$ cat src/rtl/irq_pkg.sv
package irq_pkg;
  localparam int NUM_SRC  = 5;
  localparam int NUM_MASK = 3;
  localparam int ADDR_W   = 16;
  localparam int DATA_W   = 8;
  localparam int RST_LSB  = 3;
  localparam int RST_W    = 3;

  // Source index also encodes priority: lower index wins.
  localparam int SRC_NMI = 0;
  localparam int SRC_A   = 1;
  localparam int SRC_B   = 2;
  localparam int SRC_C   = 3;
  localparam int SRC_EXT = 4;

  typedef struct packed {
    logic [NUM_SRC-1:0] grant;     // one-hot winner in a sample cycle
    logic               finishAck; // capture restart opcode this cycle
  } ctlStrobes_t;

  function automatic logic [ADDR_W-1:0] fixedVector(input int idx);
    case (idx)
      SRC_NMI: fixedVector = ADDR_W'(16'h0024);
      SRC_A:   fixedVector = ADDR_W'(16'h003C);
      SRC_B:   fixedVector = ADDR_W'(16'h0034);
      SRC_C:   fixedVector = ADDR_W'(16'h002C);
      default: fixedVector = '0;
    endcase
  endfunction
endpackage

$ cat src/rtl/irq_datapath.sv
module irq_datapath
  import irq_pkg::*;
(
  input  logic                 clk,
  input  logic                 rstN,
  input  logic                 nmiReq,
  input  logic                 reqA,
  input  logic                 reqB,
  input  logic                 reqC,
  input  logic                 reqExt,
  input  logic                 enableStb,
  input  logic                 disableStb,
  input  logic                 maskStb,
  input  logic [NUM_MASK-1:0]  maskWord,
  input  logic [DATA_W-1:0]    dataBus,
  input  ctlStrobes_t          ctl,
  output logic [NUM_SRC-1:0]   pendVec,
  output logic                 takenPulse,
  output logic [ADDR_W-1:0]    serviceAddr,
  output logic                 globalEn,
  output logic [NUM_MASK-1:0]  maskBits
);
  logic nmiPrev, aPrev, nmiLatch, aLatch;
  logic [NUM_SRC-1:0] rawLvl;
  logic takeAny;
  logic [ADDR_W-1:0] grantAddr;

  assign takeAny = |ctl.grant;

  // Edge latches: clear on service, else set on rising edge.
  always_ff @(posedge clk) begin
    if (!rstN) begin
      nmiPrev  <= 1'b0;
      aPrev    <= 1'b0;
      nmiLatch <= 1'b0;
      aLatch   <= 1'b0;
    end else begin
      nmiPrev <= nmiReq;
      aPrev   <= reqA;
      if (ctl.grant[SRC_NMI])      nmiLatch <= 1'b0;
      else if (nmiReq && !nmiPrev) nmiLatch <= 1'b1;
      if (ctl.grant[SRC_A])        aLatch <= 1'b0;
      else if (reqA && !aPrev)     aLatch <= 1'b1;
    end
  end

  always_ff @(posedge clk) begin
    if (!rstN) begin
      globalEn <= 1'b0;
      maskBits <= '1;
    end else begin
      if (takeAny || disableStb) globalEn <= 1'b0;
      else if (enableStb)        globalEn <= 1'b1;
      if (maskStb) maskBits <= maskWord;
    end
  end

  assign rawLvl[SRC_NMI] = nmiLatch & nmiReq;
  assign rawLvl[SRC_A]   = aLatch;
  assign rawLvl[SRC_B]   = reqB;
  assign rawLvl[SRC_C]   = reqC;
  assign rawLvl[SRC_EXT] = reqExt;

  // Qualification per source: vectored maskables use their own mask bit.
  generate
    for (genvar i = 0; i < NUM_SRC; i++) begin : gQual
      if (i == SRC_NMI) begin : gNmi
        assign pendVec[i] = rawLvl[i];
      end else if (i <= NUM_MASK) begin : gMasked
        assign pendVec[i] = rawLvl[i] & globalEn & ~maskBits[NUM_MASK-i];
      end else begin : gUnmasked
        assign pendVec[i] = rawLvl[i] & globalEn;
      end
    end
  endgenerate

  always_comb begin
    grantAddr = '0;
    for (int i = 0; i < NUM_SRC; i++)
      if (ctl.grant[i]) grantAddr = fixedVector(i);
  end

  always_ff @(posedge clk) begin
    if (!rstN) begin
      takenPulse  <= 1'b0;
      serviceAddr <= '0;
    end else begin
      takenPulse <= 1'b0;
      if (ctl.finishAck) begin
        takenPulse  <= 1'b1;
        serviceAddr <= ADDR_W'({dataBus[RST_LSB +: RST_W], {RST_LSB{1'b0}}});
      end else if (takeAny && !ctl.grant[SRC_EXT]) begin
        takenPulse  <= 1'b1;
        serviceAddr <= grantAddr;
      end
    end
  end
endmodule

$ cat src/rtl/irq_control.sv
module irq_control
  import irq_pkg::*;
(
  input  logic               clk,
  input  logic               rstN,
  input  logic               sampleStb,
  input  logic [NUM_SRC-1:0] pendVec,
  output ctlStrobes_t        ctl,
  output logic               ackN
);
  typedef enum logic {ST_IDLE, ST_ACK} ctlState_t;
  ctlState_t state;
  logic [NUM_SRC-1:0] winner;

  // Fixed priority pick: lowest index set.
  always_comb begin
    winner = '0;
    for (int i = NUM_SRC - 1; i >= 0; i--)
      if (pendVec[i]) winner = NUM_SRC'(1) << i;
  end

  always_comb begin
    ctl.grant     = (state == ST_IDLE && sampleStb) ? winner : '0;
    ctl.finishAck = (state == ST_ACK);
  end

  always_ff @(posedge clk) begin
    if (!rstN) begin
      state <= ST_IDLE;
      ackN  <= 1'b1;
    end else if (state == ST_ACK) begin
      state <= ST_IDLE;
      ackN  <= 1'b1;
    end else if (ctl.grant[SRC_EXT]) begin
      state <= ST_ACK;
      ackN  <= 1'b0;
    end
  end
endmodule

$ cat src/rtl/irq_front.sv
module irq_front
  import irq_pkg::*;
(
  input  logic        clk,
  input  logic        rstN,
  input  logic        nmiReq,
  input  logic        reqA,
  input  logic        reqB,
  input  logic        reqC,
  input  logic        reqExt,
  input  logic        enableStb,
  input  logic        disableStb,
  input  logic        maskStb,
  input  logic [2:0]  maskWord,
  input  logic        sampleStb,
  input  logic [7:0]  dataBus,
  output logic        takenPulse,
  output logic [15:0] serviceAddr,
  output logic        ackN
);
  ctlStrobes_t ctl;
  logic [NUM_SRC-1:0]  pendVec;
  logic                globalEn;
  logic [NUM_MASK-1:0] maskBits;

  irq_datapath uDp (
    .clk(clk), .rstN(rstN), .nmiReq(nmiReq), .reqA(reqA), .reqB(reqB),
    .reqC(reqC), .reqExt(reqExt), .enableStb(enableStb),
    .disableStb(disableStb), .maskStb(maskStb), .maskWord(maskWord),
    .dataBus(dataBus), .ctl(ctl), .pendVec(pendVec),
    .takenPulse(takenPulse), .serviceAddr(serviceAddr),
    .globalEn(globalEn), .maskBits(maskBits)
  );

  irq_control uCtl (
    .clk(clk), .rstN(rstN), .sampleStb(sampleStb), .pendVec(pendVec),
    .ctl(ctl), .ackN(ackN)
  );
endmodule

$ cat config.mk
export PLATFORM = sky130hd
export DESIGN_NAME = irq_front
export DESIGN_NICKNAME = d
export VERILOG_FILES = /design/src/rtl/irq_pkg.sv /design/src/rtl/irq_datapath.sv /design/src/rtl/irq_control.sv /design/src/rtl/irq_front.sv
export SDC_FILE = /design/constraint.sdc
export NUM_CORES = 1
export LEC_CHECK = 0
export ABC_AREA = 1
export BUFFER_PORTS_ARGS = -buffer_cell sky130_fd_sc_hd__buf_2
export CORE_MARGIN = 5
export CORE_UTILIZATION = 45
export CTS_CLUSTER_SIZE = 16
export DETAILED_ROUTE_END_ITERATION = 8
export GPL_TIMING_DRIVEN = 0
export PLACE_DENSITY = 0.78
export SLEW_MARGIN = 10
export SYNTH_ARGS = -nofsm -noshare
export SYNTH_HDL_FRONTEND = slang
export SYNTH_SLANG_ARGS = --single-unit
$ cat constraint.sdc
create_clock -name clk -period 3.2 [get_ports clk]
set_input_delay 0.96 -clock clk [delete_from_list [all_inputs] [get_ports clk]]
set_output_delay 0.96 -clock clk [all_outputs]
set_load 0.02 [all_outputs]
Yosys cells after proc, flatten, opt, wreduce, memory -nomap -nowiden
Cells that the tools add are included.
Widths: inputs -> output; s select.
- mux-type cells: 16
- bitwise logic cells: 13
- reductions and logical operators: 14
- operators by type and width (kind ; count):
    $mux 6 ; 7
    $mux 5 ; 6
    $and 1x1->1 ; 8
    $reduce_or 2->1 ; 4
    $not 1->1 ; 5
    $reduce_or 5->1 ; 1
    $logic_and 1x1->1 ; 4
    $logic_not 1->1 ; 3
    $mux 1 ; 3
    $reduce_bool 2->1 ; 1
    $logic_or 1x1->1 ; 1
- flip-flop bits (word level): 17
- bits of input ports: 22
- output and inout port bits: 18
- logic and storage cells: 54

Depth between registers and ports, before layout
- depth after elaboration: 14
- gate-level depth with buffers: 9
- depth with buffers taken out: 9

Hierarchy
From an unflattened synthesis, not the netlist that was laid out.
- cells, all modules: 116
- area, all modules: 798.3 um^2
- modules (own cells, without submodules) (module ; instances ; cells an instance ; area an instance (um^2) ; sequential area each (um^2)):
    irq_datapath ; 1 ; 92 ; 638.1 ; 260.2
    irq_control ; 1 ; 24 ; 160.2 ; 40.0

Worst setup path before layout
Ideal clock, no wire load.
- kind: input-to-reg
- start point: in nmiReq
- end point: reg uDp.serviceAddr[3]
- library setup time: 119 ps
- arrival time: 1531 ps
- data required time: 3081 ps
- slack: 1551 ps
- stages on the path: 8
- buffers on the path: 0
- cell sequence: nand2_1 inv_1 nor2_4 nand3_2 nand4_2 nor2_1 nor2_1 nor2_1
- word-level cells in the longest chain between the ends: 9
- elaborated cells on any way between the ends: 13
- classes of those cells: 8 x mux; 1 x bitwise; 4 x reduce/logical
- ends and longest elaborated chain (what ; line ; RTL):
    start, declared ; irq_front.sv:6 ; input logic nmiReq,
    $and 1x1->1 * ; irq_datapath.sv:58 ; assign rawLvl[SRC_NMI] = nmiLatch & nmiReq;
    $mux 5 * ; irq_control.sv:19 ; if (pendVec[i]) winner = NUM_SRC'(1) << i;
    $mux 5 * ; irq_control.sv:23 ; ctl.grant = (state == ST_IDLE && sampleStb) ? winner : '0;
    $mux 6 (4 in series) ; irq_datapath.sv:80 ; if (ctl.grant[i]) grantAddr = fixedVector(i);
    $mux 6 ; irq_datapath.sv:92 ; end else if (takeAny && !ctl.grant[SRC_EXT]) begin
    $mux 6 ; irq_datapath.sv:89 ; if (ctl.finishAck) begin
    end signal, assigned ; irq_datapath.sv:91 ; serviceAddr <= ADDR_W'({dataBus[RST_LSB +: RST_W], {RST_LSB{1'b0}}});
    end signal, assigned ; irq_datapath.sv:94 ; serviceAddr <= grantAddr;
    end, declared ; irq_datapath.sv:19 ; output logic [ADDR_W-1:0] serviceAddr,
Every way passes the cells marked *; elsewhere a longest branch is shown, timed or not. The select of a mux whose other input is x is not followed.
A chain may end at the register's enable or synchronous reset.

Worst setup path in the final report
- start point: reg uDp.serviceAddr[3]
- end point: out serviceAddr[3]
- RTL lines (what ; line ; RTL):
    end, declared ; irq_front.sv:18 ; output logic [15:0] serviceAddr,
No word-level cell between the ends.

==> run metrics <==
outcome finished clean; critical path required time between 2 and 2.5 ns; slowest CP cell dfxtp_1; Int Pwr ~270 uW; #FFs+latches synth 15; initial antenna violation count 0; first-pass GRT wire length approximately 2600 microns; DR top layer met4; via count between 600 and 700; WHS Path Cells 2; area grow syn2layout 27.3%; Largest register FFs 4; RSZ-0062 raised after global routing false; CTS buffer count 3; period utilization roughly 54%; register with the most flip-flops uDp.serviceAddr; GPL Wtd Cong between 0.7 and 0.8; Psw 102 uW; arrival time at the worst endpoint a little under 0.8 ns; Detail Route Antenna Nets 0; clock share of power between 20 and 30%; clock skew 0.00178 ns; crit path time final ~1.7 ns; post-route cell area approximately 900 sq um; Critical Path Source Type register; Setup Fix Bufs, Post-CTS 0; Pwr Density roughly 410 nW/um^2; Final #Nets roughly 160; # port buffers 22; Via density around 4.5; R2R depth 8; total grt overflow 0; Final TNS setup 0 ns; Avg Cell Area, Syn ~7.3 sq um; CTS Buffer Depth 2; initial core utilization between 40% and 50%; max-slew violations 0; initial DRC count 5; reg-to-reg critical path startpoint uCtl.state; switch share between 20 and 30%; H-tree levels 1; peak supply drop ~0.00031 V; critical hold path startpoint uDp.serviceAddr[5]; CTS tree yes; Largest regs uDp.serviceAddr (4), uDp.maskBits (3); die width 50.1 microns; post-synth cell types 18; Max stage delay on crit path 0.34 ns; Worst Hold End uDp.serviceAddr[5]; Cell Chain, Critical Path buf_2; largest net degree at the start of global routing 9; Crit. End Element output pin; Setup violations, final 0; wire length per cell between 9 and 10 microns; Worst-path clk slew ~0.080 ns; CTS Hold Buffers Added 0; max-cap violations 0; YS warnings 0; Combinational Power Share ~18%; Post-Place Cell Area 895 sq um; CP delay by family, top flip-flops; DR pass1 iterations 6; Max Fclk 576 MHz; Final Hold Vio Count 0; register area share after synthesis around two fifths; core area approximately 1500 sq um; row count 14; metal2 WL between 700 and 800 microns; flop2flop setup slack approximately 2.0 ns; Die H approximately 50 microns; Clk Tree Root Cell clkbuf_4; all-layer global routing usage about 13%; die area 2510 sq um; cells after synthesis 99; P_leak ~0.54 nW; post-cts sizing count 0; WS Path Type reg -> out; Clock Sink Count 15; diode count 0; synthesized cell area ~720 sq um; wire length on met3 roughly 140 microns; Sequential Power Share between 50% and 60%; CP Buf/Inv Count 1; CP Max Fanout 2; Skew-Pair Late Insertion Delay 0.28 ns; Core Util, Final 60.4%; dpl hpwl between 1000 and 1500 microns; DRC violations left 0; WL final 1500 microns; reg2reg end uDp.serviceAddr[4]; wire length on met1 589 microns; Hold Crit Class reg -> reg; ratio of cells with drive above 1 in the final layout roughly a third; IO Pins 40; vias in the first global route 642
==> worst max-delay path by stage <==
stage                                  start                  to  slack (ns)  depth (start not counted)
after CTS                          uCtl.ackN                ackN        1.46                          1
after floorplan                       nmiReq  uDp.serviceAddr[3]        1.55                          8
after global placement                nmiReq  uDp.serviceAddr[4]        1.34                          9
after global routing      uDp.serviceAddr[5]      serviceAddr[5]        1.40                          1
after detailed placement              nmiReq  uDp.serviceAddr[4]        1.32                          9
final                     uDp.serviceAddr[3]      serviceAddr[3]        1.46                          1
==> synth_stat cells <==
| master | number | area, sq um |
|---|---|---|
| inv_2 | 1 | 3.75 |
| nand4_1 | 1 | 6.26 |
| o21ai_0 | 8 | 40.0 |
| nand2_1 | 15 | 56.3 |
| nor3_2 | 1 | 10.0 |
| nor2_1 | 13 | 48.8 |
| inv_1 | 15 | 56.3 |
| dfxtp_1 | 15 | 300 |
| nor2_4 | 1 | 11.3 |
| and2_1 | 1 | 6.26 |
| conb_1 | 1 | 3.75 |
| buf_4 | 12 | 90.1 |
| nand2_2 | 2 | 12.5 |
| nand3_1 | 5 | 25.0 |
| a21oi_1 | 5 | 25.0 |
| nand3_2 | 1 | 10.0 |
| nor3_1 | 1 | 5.00 |
| nand4_2 | 1 | 12.5 |
==> cell families after synthesis <==
family	after synthesis	synth area share, %
AOI/OAI and AO/OA	13	9.00
buffers and inverters	28	20.8
DFF	15	41.5
other	1	0.519
and+or+nand+nor	42	28.2
==> area by class of cell <==
cell class              instances  area, sq um
well taps                      16         20.0
multi-input cells              67          314
clock buffers                   4         26.3
repair buffers                 22          110
inverters                      16         60.1
flip-flops and latches         15          300
plain buffers                  12         90.1
fillers                       146          603
==> routing by layer <==
layer,up-vias,track usage [%]
met5,-,0
met4,0,5.24
met3,5,4.22
met2,25,21.5
met1,292,15.0
li1,359,-
==> cells in the final DEF, fill, tap and decap left out <==
| cell type | netlist | routed |
|---|---|---|
| and2_1 | 1 | 1 |
| dfxtp_1 | 15 | 15 |
| conb_1 | 1 | 12 |
| clkbuf_1 | 0 | 1 |
| clkbuf_4 | 0 | 3 |
| nor3_2 | 1 | 1 |
| nand3_1 | 5 | 5 |
| nand4_1 | 1 | 1 |
| nand4_2 | 1 | 1 |
| inv_1 | 15 | 15 |
| buf_2 | 0 | 22 |
| nor2_1 | 13 | 13 |
| nor2_4 | 1 | 1 |
| nand2_2 | 2 | 2 |
| buf_4 | 12 | 12 |
| nand2_1 | 15 | 15 |
| o21ai_0 | 8 | 8 |
| nand3_2 | 1 | 1 |
| nor3_1 | 1 | 1 |
| inv_2 | 1 | 1 |
| a21oi_1 | 5 | 5 |
==> metrics by stage <==
| stage | hold WS (ns) | cells | power, mW | worst slack [ns] |
|---|---|---|---|---|
| after CTS | 0.491 | 152 | 0.376 | 1.46 |
| after detailed placement | 0.470 | 148 | 0.272 | 1.32 |
| after global placement | 0.455 | 148 | 0.270 | 1.34 |
| final | 0.486 | 152 | 0.374 | 1.46 |
| after floorplan | 0.441 | 110 | 0.252 | 1.55 |
| after global routing | 0.506 | 152 | 0.401 | 1.40 |
==> power groups by stage <==
stage	Combinational [mW]	Clock (mW)	Sequential (mW)
6_report	0.0676	0.105	0.201
5_1_grt	0.0760	0.122	0.202
4_1_cts	0.0671	0.108	0.201
3_5_place_dp	0.0666	0	0.205
3_3_place_gp	0.0651	0	0.205
2_1_floorplan	0.0448	0	0.208
(Power assumes the default switching activity.)
